### src/rtl/qpt_pkg.sv
package qpt_pkg;
    typedef enum logic [2:0] {
        ST_IDLE,
        ST_LEAD,
        ST_RISE,
        ST_LATCH,
        ST_FALL
    } qpt_state_e;
endpackage

### src/rtl/qpt_qtimer.sv
module qpt_qtimer #(
    parameter int QW = 16
) (
    input  logic          clk,
    input  logic          rst,
    input  logic          load,
    input  logic [QW-1:0] qlen_in,
    input  logic          run,
    output logic          tick
);
    logic [QW-1:0] ql;
    logic [QW-1:0] cnt;

    assign tick = run && (cnt == ql - QW'(1));

    always_ff @(posedge clk) begin
        if (rst) begin
            ql  <= QW'(1);
            cnt <= '0;
        end else if (load) begin
            ql  <= (qlen_in == '0) ? QW'(1) : qlen_in;
            cnt <= '0;
        end else if (run) begin
            cnt <= tick ? '0 : cnt + QW'(1);
        end else begin
            cnt <= '0;
        end
    end


    cnt_in_range_chk: assert property (@(posedge clk) disable iff (rst)
        run |-> (cnt < ql));


    ql_nonzero_chk: assert property (@(posedge clk) disable iff (rst)
        ql != '0);
endmodule

### src/rtl/qpt_shift.sv
module qpt_shift #(
    parameter int N = 17
) (
    input  logic         clk,
    input  logic         rst,
    input  logic         load,
    input  logic [N-1:0] word,
    input  logic         shift,
    output logic         head_nxt,
    output logic         last_nxt,
    output logic         is_last
);
    localparam int CW = (N > 1) ? $clog2(N) : 1;

    logic [N-1:0]  sreg, sreg_d;
    logic [CW-1:0] bcnt, bcnt_d;

    always_comb begin
        sreg_d = sreg;
        bcnt_d = bcnt;
        if (load) begin
            sreg_d = word;
            bcnt_d = '0;
        end else if (shift) begin
            sreg_d = {sreg[N-2:0], 1'b0};
            bcnt_d = bcnt + CW'(1);
        end
    end

    assign head_nxt = sreg_d[N-1];
    assign last_nxt = (bcnt_d == CW'(N - 1));
    assign is_last  = (bcnt == CW'(N - 1));

    always_ff @(posedge clk) begin
        if (rst) begin
            sreg <= '0;
            bcnt <= '0;
        end else begin
            sreg <= sreg_d;
            bcnt <= bcnt_d;
        end
    end


    no_shift_past_end_chk: assert property (@(posedge clk) disable iff (rst)
        (shift && !load) |-> !is_last);
endmodule

### src/rtl/qpt_tx.sv
module qpt_tx
    import qpt_pkg::*;
#(
    parameter int FRAME_BITS = 17,
    parameter int QW         = 16
) (
    input  logic                  clk,
    input  logic                  rst,
    input  logic                  start,
    input  logic [FRAME_BITS-1:0] word,
    input  logic [QW-1:0]         qlen,
    output logic                  sdata,
    output logic                  sclk,
    output logic                  busy,
    output logic                  done
);
    qpt_state_e state, nstate;
    logic       accept;
    logic       tick;
    logic       head_nxt, last_nxt, is_last;
    logic       shift_en;
    logic       frame_end;

    assign accept    = start && (state == ST_IDLE);
    assign frame_end = (state == ST_FALL) && tick && is_last;
    assign shift_en  = (state == ST_FALL) && tick && !is_last;

    qpt_qtimer #(.QW(QW)) u_qtimer (
        .clk     (clk),
        .rst     (rst),
        .load    (accept),
        .qlen_in (qlen),
        .run     (state != ST_IDLE),
        .tick    (tick)
    );

    qpt_shift #(.N(FRAME_BITS)) u_shift (
        .clk      (clk),
        .rst      (rst),
        .load     (accept),
        .word     (word),
        .shift    (shift_en),
        .head_nxt (head_nxt),
        .last_nxt (last_nxt),
        .is_last  (is_last)
    );

    always_comb begin
        nstate = state;
        unique case (state)
            ST_IDLE:  if (accept) nstate = ST_LEAD;
            ST_LEAD:  if (tick)   nstate = ST_RISE;
            ST_RISE:  if (tick)   nstate = ST_LATCH;
            ST_LATCH: if (tick)   nstate = ST_FALL;
            ST_FALL:  if (tick)   nstate = is_last ? ST_IDLE : ST_LEAD;
            default:              nstate = ST_IDLE;
        endcase
    end

    always_ff @(posedge clk) begin
        if (rst) state <= ST_IDLE;
        else     state <= nstate;
    end

    always_ff @(posedge clk) begin
        if (rst) begin
            sdata <= 1'b1;
            sclk  <= 1'b0;
            busy  <= 1'b0;
            done  <= 1'b0;
        end else begin
            done <= frame_end;
            busy <= (nstate != ST_IDLE);
            sclk <= (nstate == ST_RISE) || (nstate == ST_LATCH);
            unique case (nstate)
                ST_LEAD, ST_RISE:  sdata <= head_nxt;
                ST_LATCH, ST_FALL: sdata <= !last_nxt;
                default:           sdata <= 1'b1;
            endcase
        end
    end


    data_stable_rise_chk: assert property (@(posedge clk) disable iff (rst)
        $rose(sclk) |-> $stable(sdata));


    data_stable_fall_chk: assert property (@(posedge clk) disable iff (rst)
        $fell(sclk) |-> $stable(sdata));


    idle_levels_chk: assert property (@(posedge clk) disable iff (rst)
        !busy |-> (!sclk && sdata));


    done_single_chk: assert property (@(posedge clk) disable iff (rst)
        done |=> !done);


    done_with_busy_fall_chk: assert property (@(posedge clk) disable iff (rst)
        done |-> $fell(busy));


    clk_only_busy_chk: assert property (@(posedge clk) disable iff (rst)
        $rose(sclk) |-> busy);
endmodule

### config.mk
export PLATFORM = sky130hd
export DESIGN_NAME = qpt_tx
export DESIGN_NICKNAME = d
export VERILOG_FILES = /design/src/rtl/qpt_pkg.sv /design/src/rtl/qpt_qtimer.sv /design/src/rtl/qpt_shift.sv /design/src/rtl/qpt_tx.sv
export SDC_FILE = /design/constraint.sdc
export NUM_CORES = 1
export LEC_CHECK = 0
export BUFFER_PORTS_ARGS = -buffer_cell sky130_fd_sc_hd__buf_2
export CAP_MARGIN = 20
export CORE_MARGIN = 10
export CORE_UTILIZATION = 54
export CTS_BUF_LIST = sky130_fd_sc_hd__clkbuf_4
export CTS_CLUSTER_SIZE = 14
export DETAILED_ROUTE_END_ITERATION = 7
export GPL_TIMING_DRIVEN = 0
export PLACE_DENSITY = 0.77
export RECOVER_POWER = 25
export SLEW_MARGIN = 5
export SYNTH_ARGS = -nofsm -noshare
export SYNTH_HDL_FRONTEND = slang
export SYNTH_SLANG_ARGS = --single-unit
### constraint.sdc
create_clock -name clk -period 6.33 [get_ports clk]
set_input_delay 0.3165 -clock clk [delete_from_list [all_inputs] [get_ports clk]]
set_output_delay 0.3165 -clock clk [all_outputs]
set_load 0.05 [all_outputs]
==> summary.md, run 1 <==
| Metric | Value |
|---|---|
| Seq cells post-synth | 61 |
| Delay-heaviest family, CP | simple AND/OR/NAND/NOR gates |
| Vias in the first global route | 2,585 |
| Final hold vios | 0 |
| Die area | 0.00939 sq mm |
| R2r worst-path depth | 12 |
| Synth area leaders | dfxtp_1 38%, xnor2_1 6.9%, nor2_1 6.0%, mux2i_1 5.3%, nand2_1 5.1% |
| HPWL Detailed | 5.39 mm |
| Area of the core | 0.00561 sq mm |
| Most common library cells after synthesis | 61 x dfxtp_1, 51 x nor2_1, 43 x nand2_1, 25 x xnor2_1, 21 x a21oi_1 |
| Kind of critical path | reg2reg |
| Synth Flop Type | dfxtp_1 |
| Antenna violations before repair | 0 |
| # IOs | 40 |
| Final TNS setup | 0 ns |
| Wire per inst | 13.8 um |
| Worst skew pair latency | 0.40 ns |
| Post-synth ARST share | 0 |
| GRT overflow | 0 |
| Finished Layout Cells | 508 |
| Critical Path Source | u_qtimer.ql[0] |
| Via count | 2,800 |
| Gpl congestion | 0.879 |
| Most frequent cell after synthesis | dfxtp_1 |
| Critical Path Fanout Max | 9 |
| Row cnt | 27 |
| CTS tree | done |
| Synth Cell Area | 0.00320 sq mm |
| Die height | 96.9 um |
| Critical path cell sequence | inv_1 -> ha_1 -> nor3b_2 -> a41oi_1 -> a32oi_1 -> a21oi_1 -> nor4_2 -> and2_1 -> buf_6 -> mux2i_1 -> o21ai_0 -> a221o_1 |
| Layout cell share with drive strength beyond 1 | 0.149 |
| Root Buffer | clkbuf_4 |
| Synth top area share | 0.382 |
| Status | completed |
| Synth Warn # | 0 |
| Placed insts | 493 |
| Worst slew pin tran | 0.604 ns |
| Pint | 0.552 mW |
| Max cap viols | 0 |
| Reg2Reg Launch Point | u_qtimer.ql[0] |
| Worst Setup End Kind | register |
| Slowest stage delay, CP | 0.50 ns |
| Maximum vdd drop | 132 uV |
| Largest net degree at the start of global routing | 11 |
| TritonRoute pass-1 iters | 4 |
| Initial DRC count | 134 |
| Synth-to-Final Area Change | 11.9% |
| Clk buf depth | 2 |
| Cells after Synth | 383 |
| Register share of total power | 0.542 |
| Reg clk slew, reported paths | 0.10 ns |
| Vias per inst | 5.51 |
| Post-route minimum period | 3.28 ns |
| FF-to-FF End | sdata |
| Synth area leader | dfxtp_1 |
| Comb pwr share | 0.176 |
| Reg-to-reg slack, setup | 3.05 ns |
| Pwr dens | 218 mW/mm^2 |
| Total GRT Usage | 0.146 |
| Slew Limit Headroom | 0.599 |
| Routed WL | 7.00 mm |
| Worst Path Buf+Inv | 2 |
| H-tree depth | 3 |
| Hold_sp | qlen[2] |
| Post-CTS resize count | 0 |
| LEAKAGE | 1.30 nW |
| Final period utilization | 0.518 |
| Die width | 96.9 um |
| Syn nets | 423 |
| Data required, critical path | 6.62 ns |
| Sw Pwr | 0.228 mW |
| RSZ-0062 raised after global routing | no |
| Setup crit start kind | register |
| Clock network power share | 0.282 |
| Hold WC Path Type | in2reg |
| Crit-path slowest cell | nor4_2 |
| Hold path endpoint | u_qtimer.ql[2] |
| Antenna-violating nets left | 0 |
| Post-synthesis cell type count | 53 |
| Fmax | 0.305 GHz |
| Skew final | 0.0132 ns |
| Critical path data arrival time | 3.57 ns |
| CTS sink cnt | 61 |
| N_diodes | 0 |
| EDFF count, synth | 0 |
| Cells on Worst Hold Path | 3 |
| Initial Utilization | 0.570 |
| Register area share after synthesis | 0.382 |
| Hold_buf cts | 0 |
| Global-route wire length before repair | 11.9 mm |
| Final setup viols | 0 |
| Switch share | 0.292 |
| Postcts setup bufs | 0 |
| Number of buffers created by CTS | 9 |
| Final #Nets | 472 |
| I/O Buffers | 38 |
| Pins over their slew limit | 0 |
| DRC violation count after routing | 0 |
| Avg Synthesized Cell Area | 8.34 sq um |
[cell type report]
class	count	area (sq um)
inverters	7	26.3
well taps	72	90.1
clock buffers	12	90.1
repair buffers	38	185
fillers	526	2030
plain buffers	26	143
flip-flops and latches	61	1220
clock inverters	3	13.8
multi-input cells	289	1810
[kinds of logic (layout without fill, tap and decap cells)]
logic type | count (synthesis) | count (layout) | share of synthesized area
and+or+nand+nor | 162 | 162 | 0.249
AOI/OAI and AO/OA | 66 | 66 | 0.138
DFF | 61 | 61 | 0.382
xor gates and xnor gates | 40 | 40 | 0.110
buffers and inverters | 33 | 86 | 0.0529
muxes | 17 | 17 | 0.0532
adders and majority gates | 4 | 4 | 0.0157
[registers in the layout (all words and copies together) (netlist names)]
signal,flops
sclk,1
done,1
sdata,1
u_shift.sreg,17
u_qtimer.cnt,16
busy,1
u_qtimer.ql,16
state,3
u_shift.bcnt,5
[worst reg2reg max path, cell delays in order, from the launching register on]
cell and delay (ns):
dfxtp_1 0.40, inv_1 0.09, ha_1 0.22, nor3b_2 0.48
a41oi_1 0.18, a32oi_1 0.20, a21oi_1 0.10, nor4_2 0.50
and2_1 0.22, buf_6 0.15, mux2i_1 0.18, o21ai_0 0.11
a221o_1 0.33
[worst max-delay path by stage]
stage | cells after the start | to
2_1_floorplan | 11 | sdata
3_3_place_gp | 12 | sdata
3_5_place_dp | 12 | sdata
4_1_cts | 12 | sdata
5_1_grt | 12 | sdata
6_report | 12 | sdata
[per-stage QoR]
stage | worst slack (ns) | hold slack (ns) | area [sq um] | total power [mW] | util
CTS | 3.01 | 0.144 | 3580 | 0.788 | 0.638
global placement | 3.13 | 0.465 | 3480 | 0.564 | 0.620
finish | 3.05 | 0.160 | 3570 | 0.779 | 0.637
global route | 2.77 | 0.149 | 3570 | 0.822 | 0.637
floorplan | 3.57 | 0.448 | 3200 | 0.528 | -
detailed placement | 3.04 | 0.474 | 3480 | 0.568 | 0.620
[cell usage in the layout, fill, tap and decap left out, types with 4 or more instances in the layout]
cell	n
mux2i_1	17
nor2_1	51
a21oi_1	21
nor4_1	6
inv_1	7
nand3_1	11
ha_1	4
nand2_1	43
xnor2_1	25
o21ai_0	5
nand4_1	7
and3_1	4
a211oi_1	15
dfxtp_1	61
nor3_1	18
clkbuf_1	23
xor2_1	15
clkbuf_4	12
buf_2	35
[power by group through the flow]
| stage | logic, mW | registers (mW) | clock network, mW |
|---|---|---|---|
| 2_1_floorplan | 0.0971 | 0.431 | 0 |
| 3_3_place_gp | 0.134 | 0.430 | 0 |
| 3_5_place_dp | 0.137 | 0.431 | 0 |
| 4_1_cts | 0.138 | 0.422 | 0.228 |
| 5_1_grt | 0.154 | 0.426 | 0.242 |
| 6_report | 0.137 | 0.422 | 0.220 |
[metal layers]
layer | track usage | wire [um] | part of all wire | vias up
li1 | - | - | - | 1450
met1 | 0.204 | 3500 | 0.50 | 1265
met2 | 0.200 | 2870 | 0.41 | 70
met3 | 0.0369 | 478 | 0.068 | 15
met4 | 0.0710 | 147 | 0.021 | 0
met5 | 0 | 0 | 0 | -
No activity file was read; power rests on OpenSTA's default activity.
==> run 2, diff against run 1 <==
- ABC_AREA: not set -> 1
- PLACE_DENSITY: 0.77 -> 0.76
- clock period: 6.33 -> 3.1 ns (I/O delays scaled with it)
==> run 2 against run 1 <==
  * First-iteration DRC count increased by 81%
  * Worst setup slack lost 2.8 ns
  * Sequential share of layout area fell by 4.9 points
  * Largest power group unchanged
  * Combinational power rose to 2.8 times the previous value
  * Via count up 29%
  * Wire length up 35%
  * Maximum frequency grew 17%
  * Highest routed layer unchanged
  * Core utilization grew 1.7 points
  * Die area grew 9.6%
==> summary.md, run 2 <==
| Metric | Value |
|---|---|
| Initial Utilization | 0.561 |
| LEAKAGE | 1.88 nW |
| Layout cell share with drive strength beyond 1 | 0.163 |
| Synth Cell Area | 0.00358 sq mm |
| Seq cells post-synth | 61 |
| Sw Pwr | 0.580 mW |
| Area of the core | 0.00639 sq mm |
| Synth area leader | dfxtp_1 |
| Total power | 1.71 mW |
| Cells after Synth | 544 |
| CP dominant cell by count | nand2_1 |
| Setup crit start kind | register |
| Post-synthesis cell type count | 39 |
| Global-route wire length before repair | 16.1 mm |
| Critical Path Sink | u_qtimer.cnt[12] |
| Most frequent cells in the layout | 168 x nand2_1, 71 x nor2_1, 61 x dfxtp_1 |
| Initial DRC count | 242 |
| Largest net degree at the start of global routing | 11 |
| Reg clk slew, reported paths | 0.10 ns |
| Worst skew pair latency | 0.43 ns |
| Finished Layout Cells | 696 |
| Post-synth ARST share | 0 |
| Root Buffer | clkbuf_4 |
| Slew Limit Headroom | 0.581 |
| R2r worst-path depth | 16 |
| Pwr dens | 408 mW/mm^2 |
| Synth Flop Type | dfxtp_1 |
| Top Metal Used | met4 |
| Pint | 1.13 mW |
| EDFF count, synth | 0 |
| Critical Path Source | u_qtimer.ql[0] |
| Final TNS setup | 0 ns |
| Critical path cell sequence | inv_1 -> ha_1 -> nand2_1 -> nor2_2 -> nand2_1 -> nand2_1 -> nand2_1 -> nand2_1 -> nand2_1 -> nor3_2 -> nand2_1 -> nor2_4 -> inv_2 -> nand3_1 -> buf_2 -> nor3b_1 |
| Die height | 101 um |
| Top flop regs | u_shift.sreg x17, u_qtimer.cnt x16, u_qtimer.ql x16 |
| Switch share | 0.340 |
| Fmax | 0.357 GHz |
| Final hold vios | 0 |
| Most common cell after layout, fill and taps aside | nand2_1 |
| H-tree depth | 3 |
| Most flops, register | u_shift.sreg |
| Worst Setup End Kind | register |
| Slowest stage delay, CP | 0.35 ns |
| Antenna violations before repair | 0 |
| Critical Path Fanout Max | 10 |
| Minimum hold slack | 0.00807 ns |
| Max reg flops | 17 |
| Worst slew pin tran | 0.623 ns |
| Synth Warn # | 0 |
| Synth area leaders | dfxtp_1 34%, nand2_1 18%, nor2_1 7.4%, inv_1 5.9%, nand3_1 3.8% |
| Most frequent cell after synthesis | nand2_1 |
| DRC violation count after routing | 0 |
| Crit-path slowest cell | dfxtp_1 |
| Placed insts | 659 |
| Synth top area share | 0.341 |
| Met1 wire length | 4.40 mm |
| I/O Buffers | 38 |
| Syn nets | 584 |
| TritonRoute pass-1 iters | 5 |
| Die width | 101 um |
| Maximum vdd drop | 320 uV |
| Comb pwr share | 0.226 |
| Synth-to-Final Area Change | 16.7% |
| CTS sink cnt | 61 |
| GRT overflow | 0 |
| CTS tree | done |
| Filler cell count | 581 |
| Hold WC Path Type | in2reg |
| Wire per inst | 13.6 um |
| # IOs | 40 |
| FF-to-FF End | u_qtimer.cnt[12] |
| N_diodes | 0 |
| DR WL met3 | 482 um |
| Final setup viols | 0 |
| Final #Nets | 654 |
| Register share of total power | 0.498 |
| Reg2Reg Launch Point | u_qtimer.ql[0] |
| Vias per inst | 5.19 |
| Total GRT Usage | 0.194 |
| Kind of critical path | reg2reg |
| Vias in the first global route | 3,494 |
| Number of buffers created by CTS | 9 |
| Most common library cells after synthesis | 168 x nand2_1, 71 x nor2_1, 61 x dfxtp_1, 56 x inv_1, 27 x nand3_1 |
| Gpl congestion | 0.941 |
| Status | completed |
| Final period utilization | 0.905 |
| Via count | 3,613 |
| Avg Synthesized Cell Area | 6.59 sq um |
| Row cnt | 29 |
| Routed WL | 9.45 mm |
| Clk buf depth | 2 |
| Data required, critical path | 3.40 ns |
| Skew final | 0.0180 ns |
| Max cap viols | 0 |
| Die area | 0.0103 sq mm |
| Antenna-violating nets left | 0 |
| Register area share after synthesis | 0.341 |
| Pins over their slew limit | 0 |
| RSZ-0062 raised after global routing | no |
| Clock network power share | 0.276 |
| Critical path data arrival time | 3.11 ns |
| Post-CTS resize count | 0 |
| HPWL Detailed | 6.97 mm |
| Reg-to-reg slack, setup | 0.30 ns |
| Met2 WL | 4.34 mm |
| Post-route minimum period | 2.80 ns |
-- run 2: area by class of cell --
cell class              count  area [sq um]  share of cell area
flip-flops and latches     61          1220               0.292
repair buffers             59           395              0.0946
inverters                  64           240              0.0575
clock buffers              10          75.1              0.0180
well taps                  77          96.3              0.0230
multi-input cells         406          2060               0.493
clock inverters             6          30.0             0.00718
plain buffers              13          60.1              0.0144
-- run 2: per-layer routing --
layer / track usage / up-vias
met1: 0.243 / 1639
met4: 0.0793 / 0
li1: - / 1875
met2: 0.309 / 81
met5: 0 / -
met3: 0.0483 / 18
-- run 2: worst min path at each step --
stage               startpoint               to  slack [ns]  depth (start not counted)
finish                qlen[10]  u_qtimer.ql[10]       0.008                          3
global route           qlen[6]   u_qtimer.ql[6]       0.002                          3
CTS                    word[4]  u_shift.sreg[4]       0.001                          3
detailed placement     word[2]  u_shift.sreg[2]        0.41                          3
global placement       word[2]  u_shift.sreg[2]        0.41                          3
floorplan              word[0]  u_shift.sreg[0]        0.30                          2
-- run 2: worst max-delay path, delay by kind of cell, from the launching register on --
kind          cells  cell delay, ns
simple gates     12            1.47
buf+inv           3            0.54
flops             1            0.35
fa+ha+maj         1            0.31
-- run 2: cell families after synthesis --
| kind of cell | count (synthesis) | synth area share |
|---|---|---|
| AO/OA/AOI/OAI | 50 | 0.0855 |
| adder cells (fa/ha/maj) | 4 | 0.0140 |
| AND/OR/NAND/NOR | 336 | 0.437 |
| buffers and inverters | 77 | 0.0838 |
| XOR/XNOR | 16 | 0.0391 |
| flip-flops | 61 | 0.341 |
-- run 2: stage by stage --
step,setup slack [ns],util,cell area (sq um)
finish,0.295,0.655,4180
global route,0.0298,0.655,4180
CTS,0.321,0.655,4190
detailed placement,0.328,0.606,3870
global placement,0.377,0.606,3870
floorplan,0.801,-,3580
-- run 2: timing repair --
| action | in CTS | in global routing |
|---|---|---|
| hold buffers | 21 | 0 |
| endpoints found under the setup margin | 0 | 0 |
| endpoints found under the hold margin | 21 | 0 |
| setup buffers | 0 | 0 |
-- run 2: power by group through the flow --
stage | Clock (mW) | Combinational, mW | Sequential (mW)
after global routing | 0.516 | 0.438 | 0.854
after detailed placement | 0 | 0.362 | 0.866
after floorplan | 0 | 0.263 | 0.869
after CTS | 0.475 | 0.383 | 0.849
final | 0.472 | 0.385 | 0.849
after global placement | 0 | 0.354 | 0.865
==> run 3, diff against run 2 <==
- CELL_PAD_IN_SITES_DETAIL_PLACEMENT: not set -> 1
- CELL_PAD_IN_SITES_GLOBAL_PLACEMENT: not set -> 1
- CORE_UTILIZATION: 54 -> 43
- PLACE_DENSITY: 0.76 -> 0.84
==> run 3 against run 2 <==
  * Power grew 11%
  * Final area is 1.6% higher
  * Cell count rose by 3.6%
  * Clock power up 36%
  * Die area grew 20%
  * Clock-buffer cell count shrank 1
  * Worst setup slack improved by 0.075 ns
  * Critical endpoint is now sdata
==> summary.md, run 3 (synthesized netlist as in run 2, its figures left out) <==
| Metric | Value |
|---|---|
| Status | completed |
| Setup crit start kind | register |
| Max cap viols | 0 |
| Global-route wire length before repair | 18.9 mm |
| Initial DRC count | 129 |
| CTS sink cnt | 61 |
| Antenna violations before repair | 0 |
| Worst Setup End Kind | register |
| Kind of critical path | reg2reg |
| Delay-heaviest family, CP | simple AND/OR/NAND/NOR gates |
| Most flops, register | u_shift.sreg |
| Die area | 0.0124 sq mm |
| Die height | 111 um |
| Root Buffer | clkbuf_4 |
| Top flop regs | u_shift.sreg x17, u_qtimer.cnt x16, u_qtimer.ql x16 |
| Pins over their slew limit | 0 |
| Fmax | 0.366 GHz |
| Pwr dens | 444 mW/mm^2 |
| Most frequent cells in the layout | 168 x nand2_1, 71 x nor2_1, 61 x dfxtp_1 |
| Vias per inst | 5.10 |
| Register share of total power | 0.452 |
| Worst slew pin tran | 0.603 ns |
| Total GRT Usage | 0.180 |
| RSZ-0062 raised after global routing | no |
| Most common cell after layout, fill and taps aside | nand2_1 |
| Switch share | 0.320 |
| Via count | 3,676 |
| H-tree depth | 3 |
| Final setup viols | 0 |
| Slowest stage delay, CP | 0.35 ns |
| GRT overflow | 0 |
| Initial Utilization | 0.438 |
| # IOs | 40 |
| Placed standard-cell area | 0.00391 sq mm |
| CTS tree | done |
| Synth-to-Final Area Change | 18.5% |
| Final hold vios | 0 |
| Area of the core | 0.00818 sq mm |
| Filler cell count | 1,116 |
| Wire per inst | 15.1 um |
| Sw Pwr | 0.604 mW |
| Row cnt | 33 |
| Pint | 1.28 mW |
| Skew final | 0.0194 ns |
| Routed WL | 10.9 mm |
| N_diodes | 0 |
| Clock network power share | 0.340 |
| Gpl congestion | 0.894 |
| DRC violation count after routing | 0 |
| Worst skew pair latency | 0.42 ns |
| Largest net degree at the start of global routing | 12 |
| Comb pwr share | 0.208 |
| LEAKAGE | 1.89 nW |
| Clk buf depth | 2 |
| Critical path cell sequence | inv_1 -> ha_1 -> nand2_1 -> nor2_2 -> nand2_1 -> nand2_1 -> nand2_1 -> nand2_1 -> nand2_1 -> nor2_1 -> nand2_1 -> nor2_1 -> nand4_2 -> nand2_1 -> nand2_1 -> nand2_1 -> nand2_1 -> nor3_1 -> nand2_1 -> nand2_1 -> nand2_1 |
| Hold WC Path Type | in2reg |
| Postcts setup bufs | 0 |
| Final period utilization | 0.880 |
| Sequential Area | 0.00122 sq mm |
| CP dominant cell by count | nand2_1 |
| Data required, critical path | 3.43 ns |
| Vias in the first global route | 4,021 |
| Area of the multi-input gates | 0.00207 sq mm |
| Final TNS setup | 0 ns |
| Layout cell share with drive strength beyond 1 | 0.167 |
| TritonRoute pass-1 iters | 4 |
| Die width | 111 um |
| Number of buffers created by CTS | 9 |
| I/O Buffers | 38 |
| Final #Nets | 651 |
| Worst Path Buf+Inv | 1 |
| Slew Limit Headroom | 0.600 |
| Design Area, Final | 0.00425 sq mm |
| Post-route minimum period | 2.73 ns |
| Max reg flops | 17 |
| Reg clk slew, reported paths | 0.12 ns |
| Pre-CTS WS | 0.241 ns |
| Critical path data arrival time | 3.06 ns |
| Setup WS post-layout | 0.371 ns |
| HPWL Detailed | 8.55 mm |
| Crit-path slowest cell | ha_1 |
| Maximum vdd drop | 277 uV |
| Antenna-violating nets left | 0 |
| Critical Path Fanout Max | 6 |
-- run 3: tightest hold or removal path, stage by stage --
cell and delay (ns):
buf_2 0.09, nand2_1 0.05, a31oi_1 0.08
-- run 3: repair_timing --
item / in CTS / in global routing
resized for setup: 0 / 2
hold buffers: 18 / 0
endpoints found under the hold margin: 18 / 0
endpoints found under the setup margin: 0 / 11
-- run 3: path summary, 6_finish.rpt --
kind | cells after the start | start | endpoint | slack [ns]
setup / recovery | 21 | u_qtimer.ql[0] | sdata | 0.37
hold / removal | 3 | word[12] | u_shift.sreg[12] | 0.009
setup reg to reg | 21 | u_qtimer.ql[0] | sdata | 0.37
hold reg to reg | 1 | u_qtimer.cnt[0] | u_qtimer.cnt[0] | 0.48
-- run 3: layer usage --
metal  GRT usage  part of all wire  up-vias  wire length [um]
met1       0.216              0.46     1735              4990
met2       0.307              0.48       51              5230
li1            -                 -     1871                 -
met5           0                 0        -                 0
met4      0.0557             0.020        0               214
met3      0.0422             0.044       19               479
-- run 3: layout make-up --
class | count | share of cell area
multi-input cells | 406 | 0.488
plain buffers | 13 | 0.0141
well taps | 105 | 0.0309
repair buffers | 56 | 0.0860
clock inverters | 7 | 0.0209
clock buffers | 9 | 0.0159
flip-flops and latches | 61 | 0.287
inverters | 64 | 0.0566
-- run 3: metrics by stage --
step           utilization  hold slack [ns]  std cells  power, mW
6_report             0.520          0.00936        721       1.89
5_1_grt              0.520           0.0149        721       2.00
4_1_cts              0.519          0.00117        721       1.89
3_5_place_dp         0.478            0.422        687       1.24
3_3_place_gp         0.478            0.410        687       1.23
2_1_floorplan            -            0.299        544       1.13
-- run 3: power groups by stage --
stage          Combinational [mW]  Clock, mW  Sequential (mW)
2_1_floorplan               0.263          0            0.869
3_3_place_gp                0.361          0            0.866
3_5_place_dp                0.374          0            0.868
4_1_cts                     0.394      0.647            0.851
5_1_grt                     0.447      0.692            0.857
6_report                    0.392      0.641            0.851
